===== src/rtl/rxq_pkg.sv =====
package rxq_pkg;

   typedef enum logic [1:0] {
      BURST_4   = 2'b00,
      BURST_8   = 2'b01,
      BURST_16  = 2'b10,
      BURST_16X = 2'b11
   } burst_sel_e;

   localparam int unsigned MAX_BURST = 16;

   // Number of words that make up one bus burst for a given select code.
   function automatic int unsigned burst_words(input logic [1:0] sel);
      case (burst_sel_e'(sel))
         BURST_4:  return 4;
         BURST_8:  return 8;
         default:  return MAX_BURST;
      endcase
   endfunction

endpackage


===== src/rtl/rxq_store.sv =====
module rxq_store #(
   parameter int unsigned ENTRY_W = 33,
   parameter int unsigned DEPTH   = 32,
   localparam int unsigned PTR_W  = $clog2(DEPTH),
   localparam int unsigned CNT_W  = $clog2(DEPTH + 1)
) (
   input  logic               clk,
   input  logic               rst_n,
   input  logic               push,
   input  logic [ENTRY_W-1:0] push_entry,
   input  logic               pop,
   output logic [ENTRY_W-1:0] head_entry,
   output logic [CNT_W-1:0]   occ,
   output logic               full,
   output logic               empty
);

   logic [PTR_W-1:0]   wr_ptr;
   logic [PTR_W-1:0]   rd_ptr;
   logic [ENTRY_W-1:0] rows [DEPTH];

   // One register row per entry, each with its own decoded write enable.
   for (genvar gi = 0; gi < DEPTH; gi++) begin : g_row
      logic row_we;
      assign row_we = push && (wr_ptr == PTR_W'(gi));
      always_ff @(posedge clk) begin
         if (row_we) rows[gi] <= push_entry;
      end
   end

   always_ff @(posedge clk) begin
      if (!rst_n) begin
         wr_ptr <= '0;
         rd_ptr <= '0;
         occ    <= '0;
      end else begin
         if (push) wr_ptr <= wr_ptr + 1'b1;
         if (pop)  rd_ptr <= rd_ptr + 1'b1;
         case ({push, pop})
            2'b10:   occ <= occ + 1'b1;
            2'b01:   occ <= occ - 1'b1;
            default: occ <= occ;
         endcase
      end
   end

   assign head_entry = rows[rd_ptr];
   assign full       = (occ == CNT_W'(DEPTH));
   assign empty      = (occ == '0);

endmodule


===== src/rtl/rxq_eop_track.sv =====
module rxq_eop_track #(
   parameter int unsigned CNT_W = 6
) (
   input  logic             clk,
   input  logic             rst_n,
   input  logic             eop_in,
   input  logic             eop_out,
   output logic [CNT_W-1:0] eop_cnt
);

   always_ff @(posedge clk) begin
      if (!rst_n) begin
         eop_cnt <= '0;
      end else begin
         case ({eop_in, eop_out})
            2'b10:   eop_cnt <= eop_cnt + 1'b1;
            2'b01:   eop_cnt <= eop_cnt - 1'b1;
            default: eop_cnt <= eop_cnt;
         endcase
      end
   end

endmodule


===== src/rtl/rxq_req_gen.sv =====
module rxq_req_gen
   import rxq_pkg::*;
#(
   parameter int unsigned CNT_W = 6
) (
   input  logic [CNT_W-1:0] occ,
   input  logic [CNT_W-1:0] eop_cnt,
   input  logic [1:0]       burst_sel,
   output logic             pkt_avail
);

   logic [CNT_W-1:0] thr;
   logic             burst_ready;
   logic             eop_ready;

   assign thr         = CNT_W'(burst_words(burst_sel));
   assign burst_ready = (occ >= thr);
   assign eop_ready   = (eop_cnt != '0);
   assign pkt_avail   = burst_ready || eop_ready;

endmodule


===== src/rtl/rxq_ovr_flag.sv =====
module rxq_ovr_flag (
   input  logic clk,
   input  logic rst_n,
   input  logic drop,
   input  logic clr,
   output logic flag
);

   always_ff @(posedge clk) begin
      if (!rst_n)    flag <= 1'b0;
      else if (drop) flag <= 1'b1;
      else if (clr)  flag <= 1'b0;
   end

endmodule


===== src/rtl/rxq_burst_fifo.sv =====
module rxq_burst_fifo
   import rxq_pkg::*;
#(
   parameter int unsigned DATA_W = 32,
   parameter int unsigned DEPTH  = 32
) (
   input  logic              clk,
   input  logic              rst_n,
   input  logic              wr_en,
   input  logic [DATA_W-1:0] wr_data,
   input  logic              wr_eop,
   input  logic              rd_en,
   output logic [DATA_W-1:0] rd_data,
   output logic              rd_eop,
   input  logic [1:0]        burst_sel,
   output logic              pkt_avail,
   input  logic              ovr_clr,
   output logic              ovr_err
);

   localparam int unsigned ENTRY_W = DATA_W + 1;
   localparam int unsigned CNT_W   = $clog2(DEPTH + 1);

   initial begin
      assert (DEPTH >= MAX_BURST)
         else $error("DEPTH must hold at least one largest burst");
      assert ((DEPTH & (DEPTH - 1)) == 0)
         else $error("DEPTH must be a power of two");
      assert (DATA_W >= 1)
         else $error("DATA_W must be positive");
   end

   logic               full;
   logic               empty;
   logic               wr_ok;
   logic               rd_ok;
   logic               wr_drop;
   logic [ENTRY_W-1:0] head_entry;
   logic [CNT_W-1:0]   occ;
   logic [CNT_W-1:0]   eop_cnt;

   // Acceptance depends only on the state at the start of the cycle.
   assign wr_ok   = wr_en && !full;
   assign wr_drop = wr_en && full;
   assign rd_ok   = rd_en && !empty;

   rxq_store #(
      .ENTRY_W (ENTRY_W),
      .DEPTH   (DEPTH)
   ) u_store (
      .clk        (clk),
      .rst_n      (rst_n),
      .push       (wr_ok),
      .push_entry ({wr_eop, wr_data}),
      .pop        (rd_ok),
      .head_entry (head_entry),
      .occ        (occ),
      .full       (full),
      .empty      (empty)
   );

   assign rd_data = head_entry[DATA_W-1:0];
   assign rd_eop  = head_entry[DATA_W];

   rxq_eop_track #(
      .CNT_W (CNT_W)
   ) u_eop (
      .clk     (clk),
      .rst_n   (rst_n),
      .eop_in  (wr_ok && wr_eop),
      .eop_out (rd_ok && rd_eop),
      .eop_cnt (eop_cnt)
   );

   rxq_req_gen #(
      .CNT_W (CNT_W)
   ) u_req (
      .occ       (occ),
      .eop_cnt   (eop_cnt),
      .burst_sel (burst_sel),
      .pkt_avail (pkt_avail)
   );

   rxq_ovr_flag u_ovr (
      .clk   (clk),
      .rst_n (rst_n),
      .drop  (wr_drop),
      .clr   (ovr_clr),
      .flag  (ovr_err)
   );

endmodule


===== config.mk =====
export PLATFORM = sky130hd
export DESIGN_NAME = rxq_burst_fifo
export DESIGN_NICKNAME = d
export VERILOG_FILES = /design/src/rtl/rxq_pkg.sv /design/src/rtl/rxq_store.sv /design/src/rtl/rxq_eop_track.sv /design/src/rtl/rxq_req_gen.sv /design/src/rtl/rxq_ovr_flag.sv /design/src/rtl/rxq_burst_fifo.sv
export SDC_FILE = /design/constraint.sdc
export NUM_CORES = 1
export LEC_CHECK = 0
export BUFFER_PORTS_ARGS = -buffer_cell sky130_fd_sc_hd__buf_2
export CAP_MARGIN = 20
export CELL_PAD_IN_SITES_DETAIL_PLACEMENT = 0
export CELL_PAD_IN_SITES_GLOBAL_PLACEMENT = 1
export CORE_MARGIN = 2
export CORE_UTILIZATION = 50
export CTS_CLUSTER_DIAMETER = 50
export DETAILED_ROUTE_END_ITERATION = 16
export MAX_ROUTING_LAYER = met4
export PLACE_DENSITY = 0.69
export SETUP_SLACK_MARGIN = 0.5
export SYNTH_ARGS = -nofsm -noshare
export SYNTH_HDL_FRONTEND = slang
export SYNTH_SLANG_ARGS = --single-unit
export TNS_END_PERCENT = 20

===== constraint.sdc =====
create_clock -name clk -period 7.5 [get_ports clk]
set_input_delay 1.125 -clock clk [delete_from_list [all_inputs] [get_ports clk]]
set_output_delay 1.125 -clock clk [all_outputs]
set_load 0.01 [all_outputs]

==> summary by stage <==
Run status
The run finished with clean final reports.

Global route
Global routing used 23.6% of the available tracks. The total global routing overflow is 0. The number of global-route vias before repair came to 19700.

Entering global routing, the biggest net connects 146 pins. The first global-routing pass estimated 139000 um of wire. The initial antenna violation count came to 5.

Pwr
The cell area power density is 307 nW/um2. Of the total power, registers draw 47.3%. Cell internal power was estimated by the tool at 11.0 mW. The clock share of power is 37.5%. The logic gate share of total power is 15.2%. VDD sags by at most 0.241 mV.

The analysis attributes to net switching a power of 3.52 mW. The leakage power is 14.5 nW. The final total power is 14.5 mW. The switching fraction of total power is 24.2%.

Route
The antenna violation net count after detailed routing is 0. The total wirelength of the detailed-routed design is 96500 um. Using the TritonRoute via totals, the vias-per-cell ratio works out to 6.22. In the final routed layout, each cell accounts on average for 31.4 um. The first-pass iteration count of the detailed router is 5. The number of design rule violations left after detail routing is 0. Detailed routing inserted a total of 19100 vias.

The detailed router finished its first iteration with 2223 violations.

Final layout
Once layout is complete, the utilization of the core stands at 56.9%. The number of fill cells is 6003. The area occupied by multi-input gates is 9280 um2. The register area is 32300 um2. From synthesis to final layout, the design area changed by 13.3%. At the end of the flow, the number of nets in the layout was 1956.

The share of final-layout standard cells stronger than drive strength 1 is 33.8%.

Die
The die covers 86000 um2. The die is 293 um tall. For this configuration, the core starts out at a cell density of 50.2%. Measured along the x axis, the die boundary spans 293 um. The placement row count is 106.

The core footprint is 83300 um2. The total I/O pin count is 75.

Worst setup path
The classification of the worst setup path is flip-flop to primary output. The peak fanout along the critical path is 82. The number of cells on the worst reg-to-reg path is 12.

In this run the critical register-to-register path is captured at u_eop.eop_cnt[5]$_SDFFE_PN0P_. The data arrival time at the worst-slack endpoint is 3.83 ns. The type of origin of the critical path is a flip-flop. STA classifies the critical path endpoint as a primary output.

The register-to-register path setup slack is 3.14 ns. The data required time at the worst endpoint is 6.38 ns.

Placement
The weighted congestion at the end of routability-driven global placement is 0.740. Buffers placed on the I/O ports in this run total 74. Before CTS, the worst setup slack after placement is 3.16 ns. Detailed placement finished with a half-perimeter wire length of 44400 um.

Synth
The main flop type after synthesis is sky130_fd_sc_hd__edfxtp_1. The netlist uses 48 different library cells. The fraction of registers with async set or reset after synthesis is 0%. The largest area contributor in the synthesized netlist is sky130_fd_sc_hd__edfxtp_1. The share of the synthesized netlist area taken by xor and xnor gates is 0.335%. The dominant combinational cell family by area after synthesis is multiplexers. Sorting the synthesized cells by how often they occur yields 1056 x sky130_fd_sc_hd__edfxtp_1, 320 x sky130_fd_sc_hd__mux4_2, 47 x sky130_fd_sc_hd__clkbuf_1. The fraction of the mapped netlist area in simple logic gates is 1.48%.

Of the total synthesized cell area, the portion taken by full adders, half adders and majority gates is 0.694%. The proportion of synthesized chip area in sequential cells is 77.2%. By area the synthesized netlist is led by sky130_fd_sc_hd__edfxtp_1 76%, sky130_fd_sc_hd__mux4_2 17%, sky130_fd_sc_hd__dfxtp_1 1.3%. The number of nets handed over by synthesis was 1810. The cell area after synthesis is 41800 um2. Averaged over all synthesized cells, the footprint is 23.9 um2.

The top-area cell type share of the netlist area is 75.8%. Measured against the total synthesized area, the mux share comes to 18.5%. The area fraction in compound gates after synthesis is 0.628%.

For this run, the number of Yosys warnings is 0. The most numerous cell in the Yosys netlist is sky130_fd_sc_hd__edfxtp_1. The cell count after synthesis is 1748. In this run, synthesis produced a sequential element count of 1084. The synthesized design contains 1056 enable-type register cells.

Min path
The worst hold path belongs to the class flip-flop to flip-flop. The depth of the worst hold-timing path is 2. The worst hold path begins at u_store.rd_ptr[1]$_SDFFE_PN0N_.

Clocking
CTS built an H-tree with a depth of 3. The clock input transition at the sequential cells of the worst setup and hold paths is 0.06 ns. The hold buffer count at cts is 0. The clock latency on the worst-skew pair is 0.70 ns. Buffers inserted during clock tree synthesis total 114.

The cell at the root of the clock tree is sky130_fd_sc_hd__clkbuf_16. The clock passes through at most 3 buffers. The post-CTS setup-driven buffer insertion count is 0.

The clock drives 1084 sinks. The number of gates given a new drive strength after cts is 0. TritonCTS built the clock tree.

STA
The worst-case clock skew is 0.0341 ns. The count of endpoints failing hold in the final timing report was 0. The final max-slew violation count is 0. Setup repair after global routing left no endpoint under its margin. After layout, the worst path uses 66.1% of the clock period. Counting I/O delays and the setup requirement, the final critical path takes 4.96 ns.

The final setup slack of the worst path is 2.54 ns. The maximum operating frequency is 202 MHz. For the pin with the worst max-slew slack, the measured transition is 1.07 ns. Summed over all failing endpoints, the final setup total negative slack is 0 ns. In this run the tightest slew margin relative to its limit is 28.4%.

The number of setup violations in the final report is 0.

Flow run
The number of max-capacitance violations reported is 0.
==> cell type report <==
cell class	count	area share (%)
clock inverter	75	1.46
sequential	1084	68.2
antenna	3	0.0158
clock buffer	136	6.24
multi-input combinational	563	19.6
timing repair buffer	117	1.57
tap	1080	2.85
inverter	14	0.111
==> cells in the final DEF, fill, tap and decap left out, types with 8 or more instances in the layout <==
cell,instances
sky130_fd_sc_hd__clkbuf_1,21
sky130_fd_sc_hd__bufinv_16,8
sky130_fd_sc_hd__edfxtp_1,1056
sky130_fd_sc_hd__mux2_2,32
sky130_fd_sc_hd__and2_1,23
sky130_fd_sc_hd__clkinv_1,26
sky130_fd_sc_hd__buf_2,74
sky130_fd_sc_hd__xnor2_1,11
sky130_fd_sc_hd__ha_1,20
sky130_fd_sc_hd__nand2_1,15
sky130_fd_sc_hd__inv_1,13
sky130_fd_sc_hd__nor2_4,27
sky130_fd_sc_hd__clkbuf_16,115
sky130_fd_sc_hd__mux4_2,320
sky130_fd_sc_hd__mux2i_1,18
sky130_fd_sc_hd__nand3_1,8
sky130_fd_sc_hd__dfxtp_1,23
sky130_fd_sc_hd__clkinv_2,20
sky130_fd_sc_hd__buf_4,39
sky130_fd_sc_hd__o21ai_0,8
==> cells by family after synthesis <==
kind of cell | count (synthesis)
compound gates | 38
xor+xnor | 16
fa+ha+maj | 22
buf+inv | 101
flops | 1084
mux | 370
simple gates | 117
==> worst max path at each step <==
stage	startpoint	end
6_report	flip-flop	rd_data[24]
5_1_grt	flip-flop	rd_data[27]
4_1_cts	flip-flop	rd_data[0]
3_5_place_dp	flip-flop	u_eop.eop_cnt[5]$_SDFFE_PN0P_
3_3_place_gp	flip-flop	rd_data[0]
2_1_floorplan	wr_en	u_store.rows[3][0]$_DFFE_PP_
==> metrics by stage <==
stage          hold slack (ns)  cell area, um2  instances
6_report                 0.566           47400       3072
5_1_grt                  0.599           47400       3070
4_1_cts                  0.565           47400       3069
3_5_place_dp             0.545           43700       2858
3_3_place_gp             0.540           43700       2858
2_1_floorplan            0.525           41800       1748
==> critical path, cell delays in order (launching register included) <==
cell,delay [ns]
sky130_fd_sc_hd__dfxtp_4,0.81
sky130_fd_sc_hd__buf_12,0.60
sky130_fd_sc_hd__mux4_2,0.62
sky130_fd_sc_hd__mux4_2,0.51
sky130_fd_sc_hd__mux2_2,0.32
sky130_fd_sc_hd__buf_2,0.16
==> power groups by stage <==
stage / Clock (mW) / Combinational, mW / Sequential, mW
after floorplan: 0 / 1.68 / 6.95
after global placement: 0 / 2.22 / 7.00
after detailed placement: 0 / 2.25 / 7.00
after CTS: 5.54 / 2.26 / 6.88
after global routing: 5.78 / 2.38 / 6.89
final: 5.45 / 2.21 / 6.87
==> state kept, by name (all words and copies together), names as in the netlist, named ones only <==
register	count
u_store.wr_ptr	5
u_eop.eop_cnt	6
u_ovr.flag	1
u_store.rd_ptr	5
u_store.occ	6
u_store.rows	1056
==> layer usage <==
layer / routed length [um] / vias to the layer above / global-route usage [%]
met3: 6930 / 125 / 3.88
met1: 39100 / 10400 / 32.2
met4: 1710 / 0 / 5.74
met5: 0 / - / -
li1: - / 7788 / -
met2: 48800 / 747 / 38.0
(Power assumes the default switching activity.)
